<file path="config.mk">
export PLATFORM = sky130hd
export DESIGN_NAME = psw_ctrl
export DESIGN_NICKNAME = d
export VERILOG_FILES = /design/src/rtl/psw_pkg.sv /design/src/rtl/psw_reg.sv /design/src/rtl/irq_gate.sv /design/src/rtl/vbase_reg.sv /design/src/rtl/psw_ctrl.sv
export SDC_FILE = /design/constraint.sdc
export NUM_CORES = 1
export LEC_CHECK = 0
export ABC_CLOCK_PERIOD_IN_PS = 1800
export BUFFER_PORTS_ARGS = -buffer_cell sky130_fd_sc_hd__buf_2
export CAP_MARGIN = 15
export CORE_UTILIZATION = 39
export DETAILED_ROUTE_END_ITERATION = 7
export GPL_TIMING_DRIVEN = 0
export MAX_ROUTING_LAYER = met4
export PLACE_DENSITY_LB_ADDON = 0.2
export SKIP_CTS_REPAIR_TIMING = 1
export SLEW_MARGIN = 20
export SYNTH_ARGS = -nofsm -noshare
export SYNTH_HDL_FRONTEND = slang
export SYNTH_SLANG_ARGS = --single-unit
</file>
<file path="constraint.sdc">
create_clock -name clk -period 1.8 [get_ports clk]
set_input_delay 0.18 -clock clk [delete_from_list [all_inputs] [get_ports clk]]
set_output_delay 0.18 -clock clk [all_outputs]
set_load 0.02 [all_outputs]
</file>
<file path="src/rtl/psw_pkg.sv">
package psw_pkg;
  localparam int PSW_W  = 16;
  localparam int LVL_W  = 3;
  localparam int BIT_T  = 15;
  localparam int BIT_S  = 13;
  localparam int BIT_M  = 12;
  localparam int MASK_LO = 8;
  localparam logic [PSW_W-1:0] IMPL_BITS  = 16'hB71F;
  localparam logic [PSW_W-1:0] USER_BITS  = 16'h001F;
  localparam logic [PSW_W-1:0] RESET_WORD = 16'h2700;
  localparam logic [LVL_W-1:0] NMI_LVL    = 3'd7;
endpackage

</file>
<file path="src/rtl/psw_reg.sv">
module psw_reg
  import psw_pkg::*;
(
  input  logic             clk,
  input  logic             rst_n,
  input  logic             wr_en,
  input  logic [PSW_W-1:0] wr_word,
  input  logic             exc_take,
  input  logic [LVL_W-1:0] exc_level,
  input  logic             rte_load,
  input  logic [PSW_W-1:0] rte_word,
  output logic [PSW_W-1:0] psw,
  output logic [PSW_W-1:0] saved_word,
  output logic             saved_valid
);
  logic [PSW_W-1:0] wmask;
  logic [PSW_W-1:0] entry_word;

  assign wmask = psw[BIT_S] ? IMPL_BITS : USER_BITS;

  always_comb begin
    entry_word = psw & IMPL_BITS;
    entry_word[BIT_T] = 1'b0;
    entry_word[BIT_S] = 1'b1;
    entry_word[BIT_M] = 1'b0;
    entry_word[MASK_LO +: LVL_W] = exc_level;
  end

  always_ff @(posedge clk) begin
    if (!rst_n) begin
      psw         <= RESET_WORD;
      saved_word  <= '0;
      saved_valid <= 1'b0;
    end else begin
      saved_valid <= exc_take;
      if (exc_take) begin
        saved_word <= psw;
        psw        <= entry_word;
      end else if (rte_load) begin
        psw <= rte_word & IMPL_BITS;
      end else if (wr_en) begin
        psw <= (psw & ~wmask) | (wr_word & wmask);
      end
    end
  end
endmodule

</file>
<file path="src/rtl/irq_gate.sv">
module irq_gate
  import psw_pkg::*;
(
  input  logic             clk,
  input  logic             rst_n,
  input  logic [LVL_W-1:0] irq_level,
  input  logic [LVL_W-1:0] mask,
  output logic             accept,
  output logic [LVL_W-1:0] accept_lvl
);
  logic armed;
  logic is_nmi;
  logic maskable_ok;

  assign is_nmi      = (irq_level == NMI_LVL);
  assign maskable_ok = !is_nmi && (irq_level != '0) && (irq_level > mask);
  assign accept      = maskable_ok || (is_nmi && armed);
  assign accept_lvl  = accept ? irq_level : '0;

  always_ff @(posedge clk) begin
    if (!rst_n) armed <= 1'b1;
    else        armed <= !is_nmi;
  end
endmodule

</file>
<file path="src/rtl/vbase_reg.sv">
module vbase_reg #(
  parameter int ADDR_W = 32,
  parameter int KEEP_LSB = 20,
  parameter int VEC_W = 8
) (
  input  logic                       clk,
  input  logic                       rst_n,
  input  logic                       wr_en,
  input  logic [ADDR_W-KEEP_LSB-1:0] wr_hi,
  input  logic [VEC_W-1:0]           vec_num,
  output logic [ADDR_W-1:0]          vbase,
  output logic [ADDR_W-1:0]          vec_addr
);
  localparam int HI_W  = ADDR_W - KEEP_LSB;
  localparam int PAD_W = KEEP_LSB - VEC_W - 2;

  logic [HI_W-1:0] base_hi;

  always_ff @(posedge clk) begin
    if (!rst_n)     base_hi <= '0;
    else if (wr_en) base_hi <= wr_hi;
  end

  assign vbase    = {base_hi, {KEEP_LSB{1'b0}}};
  assign vec_addr = {base_hi, {PAD_W{1'b0}}, vec_num, 2'b00};
endmodule

</file>
<file path="src/rtl/psw_ctrl.sv">
module psw_ctrl
  import psw_pkg::*;
#(
  parameter int ADDR_W = 32,
  parameter int KEEP_LSB = 20,
  parameter int VEC_W = 8
) (
  input  logic              clk,
  input  logic              rst_n,
  input  logic              wr_en,
  input  logic              wr_sel,
  input  logic [ADDR_W-1:0] wr_data,
  input  logic [2:0]        irq_level,
  input  logic              exc_take,
  input  logic [2:0]        exc_level,
  input  logic              rte_load,
  input  logic [15:0]       rte_word,
  input  logic [VEC_W-1:0]  vec_num,
  output logic [15:0]       status_word,
  output logic              t_flag,
  output logic              s_flag,
  output logic              m_flag,
  output logic [2:0]        int_mask,
  output logic [ADDR_W-1:0] vbase,
  output logic              irq_accept,
  output logic [2:0]        irq_accept_lvl,
  output logic [ADDR_W-1:0] vec_addr,
  output logic [15:0]       saved_word,
  output logic              saved_valid
);
  localparam int HI_W = ADDR_W - KEEP_LSB;

  logic wr_status;
  logic wr_base;

  assign wr_status = wr_en && !wr_sel;
  assign wr_base   = wr_en && wr_sel && s_flag;

  psw_reg u_psw (
    .clk(clk), .rst_n(rst_n),
    .wr_en(wr_status), .wr_word(wr_data[PSW_W-1:0]),
    .exc_take(exc_take), .exc_level(exc_level),
    .rte_load(rte_load), .rte_word(rte_word),
    .psw(status_word), .saved_word(saved_word), .saved_valid(saved_valid)
  );

  assign t_flag   = status_word[BIT_T];
  assign s_flag   = status_word[BIT_S];
  assign m_flag   = status_word[BIT_M];
  assign int_mask = status_word[MASK_LO +: LVL_W];

  irq_gate u_gate (
    .clk(clk), .rst_n(rst_n),
    .irq_level(irq_level), .mask(int_mask),
    .accept(irq_accept), .accept_lvl(irq_accept_lvl)
  );

  vbase_reg #(.ADDR_W(ADDR_W), .KEEP_LSB(KEEP_LSB), .VEC_W(VEC_W)) u_vb (
    .clk(clk), .rst_n(rst_n),
    .wr_en(wr_base), .wr_hi(wr_data[ADDR_W-1 -: HI_W]),
    .vec_num(vec_num), .vbase(vbase), .vec_addr(vec_addr)
  );
endmodule

</file>
==> flow_summary.yaml, run 1 <==
run_status:
  status: "complete, but fails checks"
  violations: "negative setup slack"
synth:
  yosysWarnings: 0
  ys_seq_elements: 36
  syn_area_per_cell_um2: 8.95
  synthArstFlopShare_pct: 0
  ys_types: 31
  synthFlopType: "dfxtp_1"
  netlist_area_um2: 2090
  syn_inst: 234
  synth-edff-count: 0
  yosysSeqAreaShare_pct: 34.4
die:
  die_w_um: 75.3
  io_pins: 175
  core_area_um2: 5140
  rows: 26
  die_h_um: 75.3
  start_util_pct: 40.7
  dieArea_um2: 5670
pwr:
  switchingPower_mw: 0.698
  powerDensity_nw_per_um2: 724
  seqPwrFrac_pct: 39.0
  ir_drop_uv: 412
  comb_power_share_pct: 29.1
  intPower_mw: 1.55
  p_sw_share_pct: 31.1
  clockPowerShare_pct: 31.9
  p_leak_nw: 1.76
global_routing:
  grt_max_degree: 13
  track_usage_pct: 16.6
  grt_pass1_wl_um: 6690
  overflow: 0
  grt_pass1_vias: 1391
  antenna_found_initial: 0
layout:
  diodes: 0
  layout.nets: 464
  drive_gt1_share_pct: 51.8
  fin_util_pct: 60.3
  area_growth_pct: 48.0
timing:
  rsz0062_at_grt: "yes"
  hold_slack_ps: 113
  worst_pin_slew_ps: 519
  fin_ws_ps: -79.0
  final_max_slew_viol_count: 0
  relSlewSlack_pct: 65.4
  clock_skew_ps: 5.83
  finalHoldViolCount: 0
  setup_viol_count_final: 4
  fmax_mhz: 532
  finalCritPeriodShare_pct: 104
  period_needed_ps: 1880
clocking:
  path_clk_slew_ps: 80
  cts.sinks: 36
  clkLatencyLatePin_ps: 280
  cts_tree: "built"
  clock_path_buffers: 2
  cts_root_buffer: "clkbuf_8"
  cts_buffers: 5
  htreeDepth: 2
placed_design:
  routabilityCongestion: 0.779
  port_buffers: 110
  dp_hpwl_um: 3710
critical_path:
  regToRegStartpoint: "u_psw.psw[13]$_SDFFE_PP1N_"
  reg2reg_slack_ps: 480
  reg2reg_depth: 3
  cp.required_ps: 1620
  crit_type: "reg2out"
  crit_fanout: 5
  worstSetupStartpointType: "register"
  end_kind: "primary output"
  worstPathArrival_ps: 1700
drt:
  drt_first_pass_iters: 4
  vias: 1911
  avgRoutedWirePerCell_um: 10.8
  drc_errors: 0
  vias_per_cell: 4.12
  drtAntennaViolNets: 0
  drt-total-wl_um: 5000
  drt_iter0_markers: 53
job:
  drv_cap: 0
min_path:
  holdPathEnd: "u_psw.psw[13]$_SDFFE_PP1N_"
  hold_class: "in2reg"
  min_path_cells: 3
  worstHoldStart: "rte_word[13]"
==> routing by layer <==
metal / share of wire (%) / vias to the layer above / global-route usage (%)
met3: 7.5 / 5 / 4.95
met5: 0 / - / -
li1: - / 993 / -
met1: 41 / 831 / 20.0
met4: 1.1 / 0 / 5.97
met2: 51 / 82 / 26.1
==> kinds of logic after synthesis <==
| group | share of synthesized area, % |
|---|---|
| buffers and inverters | 26.8 |
| and+or+nand+nor | 13.3 |
| DFF | 34.4 |
| AOI/OAI and AO/OA | 13.5 |
| muxes | 10.0 |
| adders and majority gates | 1.79 |
| other | 0.179 |
==> layout by cell type (no fill, tap or decap), drive strengths merged, types with 2 or more instances in the layout <==
cell	instances
nand3	4
nand2	30
o311ai	3
nor2b	12
nand2b	2
o21ai	3
o211a	5
clkbuf	9
nand4	2
buf	183
mux2i	21
a21oi	3
dfxtp	36
and3	2
nor2	3
a211oi	2
a21boi	14
conb	42
inv	4
a22oi	3
ha	3
==> cells in the mapped netlist, types with 2 or more instances <==
| cell | n | share of area, % |
|---|---|---|
| clkbuf_1 | 4 | 0.72 |
| nand4_1 | 2 | 0.60 |
| and3_1 | 2 | 0.60 |
| nand2b_1 | 2 | 0.60 |
| nand3_1 | 4 | 0.96 |
| nor2_1 | 3 | 0.54 |
| o311ai_0 | 3 | 1.3 |
| mux2i_1 | 21 | 10 |
| dfxtp_1 | 36 | 34 |
| o211a_1 | 5 | 2.4 |
| a211oi_1 | 2 | 0.72 |
| a22oi_1 | 3 | 1.1 |
| buf_4 | 68 | 24 |
| a21boi_0 | 12 | 4.3 |
| a21oi_1 | 2 | 0.48 |
| inv_1 | 4 | 0.72 |
| nor2b_1 | 12 | 3.6 |
| nand2_1 | 30 | 5.4 |
| buf_2 | 4 | 0.96 |
| ha_1 | 3 | 1.8 |
| o21ai_0 | 2 | 0.48 |
==> stage by stage <==
| stage | power, mW | setup slack (ps) | std cells | area, µm² | setup TNS, ps |
|---|---|---|---|---|---|
| 2_1_floorplan | 1.33 | 38.9 | 275 | 2250 | 0 |
| 5_1_grt | 2.37 | -152 | 464 | 3100 | -539 |
| 6_report | 2.24 | -79.0 | 464 | 3100 | -249 |
| 3_5_place_dp | 1.50 | 125 | 455 | 2890 | 0 |
| 4_1_cts | 2.21 | -207 | 463 | 3000 | -777 |
| 3_3_place_gp | 1.49 | 128 | 455 | 2890 | 0 |
==> power by group through the flow <==
| stage | combinational (mW) | sequential (mW) | clock [mW] |
|---|---|---|---|
| CTS | 0.608 | 0.875 | 0.730 |
| floorplan | 0.386 | 0.944 | 0 |
| finish | 0.653 | 0.875 | 0.715 |
| detailed placement | 0.606 | 0.893 | 0 |
| global placement | 0.601 | 0.892 | 0 |
| global route | 0.713 | 0.883 | 0.775 |
==> worst max-delay path, stage by stage, from the launching register on <==
cell	delay, ps
dfxtp_4	390
inv_4	40
ha_4	220
nor2b_1	130
o21a_1	190
o21ai_4	200
a21boi_1	90
buf_4	160
==> final cells by class <==
class	count	area, µm²
clock buffer	5	68.8
clock inverter	3	42.5
inverter	4	17.5
timing repair buffer	111	579
tap	70	87.6
fill	490	2040
buffer	76	546
multi-input combinational	159	1030
sequential	36	732
==> worst max path at each step <==
stage	from	slack, ps	end	depth (start not counted)
after CTS	register	-210	irq_accept_lvl[0]	7
after global routing	register	-150	irq_accept_lvl[1]	6
after detailed placement	register	130	irq_accept_lvl[0]	7
after global placement	register	130	irq_accept_lvl[0]	7
final	register	-80	irq_accept_lvl[1]	7
after floorplan	register	40	irq_accept_lvl[0]	5
Power figures use the tool's default switching activity.
==> run 2, diff against run 1 <==
- CORE_MARGIN: not set -> 2
==> run 2 against run 1 <==
Final cell count unchanged. Critical path depth decreased by 1. Maximum frequency increased by 0.69%. First-iteration DRC count decreased by 23%. Via count decreased by 0.73%. Clock-buffer cell count increased by 1. The flow still finishes with violations (negative setup slack). Clock skew increased by 1.9 ps. Critical path type unchanged. Hold slack improved by 6.1 ps. Register-to-register slack improved by 30 ps.
==> flow_summary.yaml, run 2 (synthesis results as in run 1) <==
timing:
  hold_slack_ps: 119
  worst_pin_slew_ps: 519
  fmax_mhz: 536
  rsz0062_at_grt: "yes"
  fin_ws_ps: -66.2
  period_needed_ps: 1870
  setup_viol_count_final: 4
  finalCritPeriodShare_pct: 104
  final_max_slew_viol_count: 0
  relSlewSlack_pct: 65.4
  finalHoldViolCount: 0
  fin_setup_tns_ps: -208
  clock_skew_ps: 7.75
run_status:
  status: "complete, but fails checks"
  violations: "negative setup slack"
critical_path:
  reg2reg_depth: 3
  cp_top_family: "compound AO/OA/AOI/OAI gates"
  crit_type: "reg2out"
  path_cells: "inv_1 -> ha_4 -> a311oi_2 -> o21ai_4 -> a21boi_2 -> buf_4"
  cp_slowest_stage_delay_ps: 360
  slowest_stage: "dfxtp_4"
  end_kind: "primary output"
  crit_cells: 6
  cp.required_ps: 1620
  worstPathArrival_ps: 1690
  critical_path.n_buffers_inverters: 2
  worstSetupStartpointType: "register"
  crit_fanout: 5
drt:
  drt_iter0_markers: 41
  avgRoutedWirePerCell_um: 10.9
  drc_errors: 0
  drtAntennaViolNets: 0
  drt-total-wl_um: 5040
  vias: 1897
  vias_per_cell: 4.09
  drt_first_pass_iters: 4
layout:
  fin_area_um2: 3080
  multiInputGateArea_um2: 1020
  area_growth_pct: 47.0
  drive_gt1_share_pct: 51.8
  diodes: 0
  nFillCells: 508
  final_cell_mix: "buf_2, buf_4, conb_1, dfxtp_1, nand2_1"
  final_common_cell: "buf_2"
  layout.nets: 464
  finalNonFillerCells: 464
  fin_util_pct: 59.9
  regArea_um2: 732
placed_design:
  placed_cells: 455
  routabilityCongestion: 0.761
  post-place-ws_ps: 136
  place_area_um2: 2890
  dp_hpwl_um: 3920
  port_buffers: 110
die:
  die_w_um: 77.3
  start_util_pct: 40.7
  die_h_um: 77.3
  dieArea_um2: 5970
  io_pins: 175
  rows: 26
  core_area_um2: 5140
clocking:
  cts_buffers: 5
  path_clk_slew_ps: 70
  clkLatencyLatePin_ps: 280
  cts_root_buffer: "clkbuf_8"
  cts.sinks: 36
  cts_tree: "built"
  htreeDepth: 2
  clock_path_buffers: 2
pwr:
  totalPowerFinal_mw: 2.20
  clockPowerShare_pct: 31.2
  p_leak_nw: 1.76
  p_sw_share_pct: 30.2
  switchingPower_mw: 0.665
  powerDensity_nw_per_um2: 716
  ir_drop_uv: 455
  comb_power_share_pct: 29.1
  intPower_mw: 1.54
  seqPwrFrac_pct: 39.7
global_routing:
  grt_pass1_wl_um: 7520
  met1_usage_pct: 17.8
  globalRouteMet2Util_pct: 28.3
  gr-max-usage-layer: "met2"
  grt_util_met3_pct: 4.59
  track_usage_pct: 16.1
  grt_pass1_vias: 1583
  antenna_found_initial: 0
  overflow: 0
  grt_max_degree: 12
min_path:
  min_path_cells: 3
  hold_class: "in2reg"
job:
  drv_cap: 0
## run 2: cell types whose count changed in the layout (fill, tap and decap cells not counted)
cell	previous run	this run
buf_6	3	1
clkbuf_1	4	5
clkinvlp_4	1	0
a21boi_1	1	0
a311oi_2	0	1
a21boi_2	1	2
inv_2	0	1
a311oi_4	1	0
buf_4	70	72
inv_4	1	0
## run 2: area by class of cell
cell class | instances | share of cell area [%]
clock inverters | 2 | 1.14
well taps | 70 | 2.84
plain buffers | 76 | 17.7
clock buffers | 6 | 2.36
multi-input cells | 159 | 33.1
repair buffers | 111 | 18.6
flip-flops and latches | 36 | 23.8
inverters | 4 | 0.488
## run 2: worst paths after layout
check                               start                            to  slack, ps
min reg2reg  u_vb.base_hi[7]$_SDFFE_PN0P_  u_vb.base_hi[7]$_SDFFE_PN0P_        480
min                          rte_word[13]    u_psw.psw[13]$_SDFFE_PP1N_        120
max                              register             irq_accept_lvl[2]        -70
max reg2reg    u_psw.psw[13]$_SDFFE_PP1N_                      register        510
## run 2: metal layers
| layer | wire length, µm | vias up |
|---|---|---|
| li1 | - | 992 |
| met1 | 2010 | 810 |
| met3 | 402 | 4 |
| met2 | 2570 | 91 |
| met4 | 58 | 0 |
| met5 | 0 | - |
## run 2: tightest hold or removal path: stages
cell and delay (ps):
buf_2 80, a21oi_1 50, o21ai_0 60
## run 2: power groups by stage
stage	sequential [mW]	clock, mW	combinational, mW
after CTS	0.875	0.706	0.609
after detailed placement	0.893	0	0.608
after global placement	0.892	0	0.602
after floorplan	0.944	0	0.386
after global routing	0.882	0.743	0.693
final	0.874	0.689	0.641
==> run 3, diff against run 2 <==
- SKIP_LAST_GASP: not set -> 1
==> run 3 against run 2 <==
The flow still finishes with violations (negative setup slack). Non-clock buffer count stayed put. Cell area stayed put. Global-route usage stayed put. Largest power group unchanged.
==> flow_summary.yaml, run 3 (synthesis results as in run 1) <==
min_path:
  worstHoldStart: "rte_word[13]"
  hold_class: "in2reg"
  holdPathEnd: "u_psw.psw[13]$_SDFFE_PP1N_"
  min_path_cells: 3
placed_design:
  port_buffers: 110
  post-place-ws_ps: 136
  place_area_um2: 2890
  dp_hpwl_um: 3920
  routabilityCongestion: 0.761
clocking:
  cts_tree: "built"
  clkLatencyLatePin_ps: 280
  cts_buffers: 5
  cts_root_buffer: "clkbuf_8"
  clock_path_buffers: 2
  cts.sinks: 36
  path_clk_slew_ps: 70
  htreeDepth: 2
pwr:
  comb_power_share_pct: 29.1
  seqPwrFrac_pct: 39.7
  powerDensity_nw_per_um2: 716
  p_leak_nw: 1.76
  p_sw_share_pct: 30.2
  ir_drop_uv: 455
  switchingPower_mw: 0.665
  intPower_mw: 1.54
  clockPowerShare_pct: 31.2
die:
  die_h_um: 77.3
  io_pins: 175
  dieArea_um2: 5970
  rows: 26
  die_w_um: 77.3
  start_util_pct: 40.7
  core_area_um2: 5140
layout:
  fin_util_pct: 59.9
  final_common_cell: "buf_2"
  area_growth_pct: 47.0
  nFillCells: 508
  fin_area_um2: 3080
  drive_gt1_share_pct: 51.8
  layout.nets: 464
  diodes: 0
  final_cell_mix: "buf_2, buf_4, conb_1, dfxtp_1, nand2_1"
drt:
  drt_first_pass_iters: 4
  drtAntennaViolNets: 0
  drt_iter0_markers: 32
  drt-total-wl_um: 5040
  avgRoutedWirePerCell_um: 10.9
  drc_errors: 0
  vias: 1897
  vias_per_cell: 4.09
critical_path:
  regToRegStartpoint: "u_psw.psw[13]$_SDFFE_PP1N_"
  cp_slowest_stage_delay_ps: 360
  worstPathArrival_ps: 1690
  worstSetupStartpointType: "register"
  path_cells: "inv_1 -> ha_4 -> a311oi_2 -> o21ai_4 -> a21boi_2 -> buf_4"
  crit_type: "reg2out"
  reg2reg_depth: 3
  crit_fanout: 5
  slowest_stage: "dfxtp_4"
  reg2reg_slack_ps: 510
  end_kind: "primary output"
  cp.required_ps: 1620
global_routing:
  grt_pass1_vias: 1583
  grt_max_degree: 12
  globalRouteMet2Util_pct: 28.3
  grt_pass1_wl_um: 7520
  met1_usage_pct: 17.8
  grt_util_met3_pct: 4.59
  overflow: 0
  gr-max-usage-layer: "met2"
  antenna_found_initial: 0
  track_usage_pct: 16.1
timing:
  finalHoldViolCount: 0
  period_needed_ps: 1870
  rsz0062_at_grt: "yes"
  final_max_slew_viol_count: 0
  finalCritPeriodShare_pct: 104
  clock_skew_ps: 7.75
  fmax_mhz: 536
  relSlewSlack_pct: 65.4
  fin_ws_ps: -66.2
  fin_setup_tns_ps: -208
  worst_pin_slew_ps: 519
  setup_viol_count_final: 4
run_status:
  violations: "negative setup slack"
  status: "complete, but fails checks"
job:
  drv_cap: 0
run 3: cell counts in the layout (fill, tap and decap cells not counted):
Identical to the previous run, type by type.
run 3: how the worst max path moves through the flow:
| stage | to | slack [ps] | cells after the start |
|---|---|---|---|
| after floorplan | irq_accept_lvl[0] | 40 | 5 |
| after global placement | irq_accept_lvl[0] | 130 | 7 |
| after detailed placement | irq_accept_lvl[1] | 140 | 6 |
| after CTS | irq_accept_lvl[1] | -180 | 7 |
| after global routing | irq_accept_lvl[2] | -170 | 6 |
| final | irq_accept_lvl[2] | -70 | 6 |
run 3: layer usage:
layer  part of all wire [%]  wire length [µm]
met1                     40              2010
met2                     51              2570
met3                    8.0               402
met4                    1.2                58
met5                      0                 0
run 3: cell type report:
class / count / area (µm²) / area share, %
tap: 70 / 87.6 / 2.84
inverter: 4 / 15.0 / 0.488
sequential: 36 / 732 / 23.8
clock buffer: 6 / 72.6 / 2.36
timing repair buffer: 111 / 572 / 18.6
buffer: 76 / 546 / 17.7
clock inverter: 2 / 35.0 / 1.14
multi-input combinational: 159 / 1020 / 33.1
run 3: power groups by stage:
stage	registers [mW]	clock network, mW	logic, mW
2_1_floorplan	0.944	0	0.386
3_3_place_gp	0.892	0	0.602
3_5_place_dp	0.893	0	0.608
4_1_cts	0.875	0.706	0.609
5_1_grt	0.882	0.743	0.693
6_report	0.874	0.689	0.641
run 3: critical path, delay by kind of cell, from the launching register on:
family / cells / cell delay [ps]
compound gates: 3 / 590
flops: 1 / 360
buf+inv: 2 / 240
fa+ha+maj: 1 / 210
run 3: per-stage QoR:
stage          power [mW]  hold slack (ps)  cells
5_1_grt              2.32              117    464
2_1_floorplan        1.33              254    275
6_report             2.20              119    464
4_1_cts              2.19              114    463
3_5_place_dp         1.50              404    455
3_3_place_gp         1.49              397    455
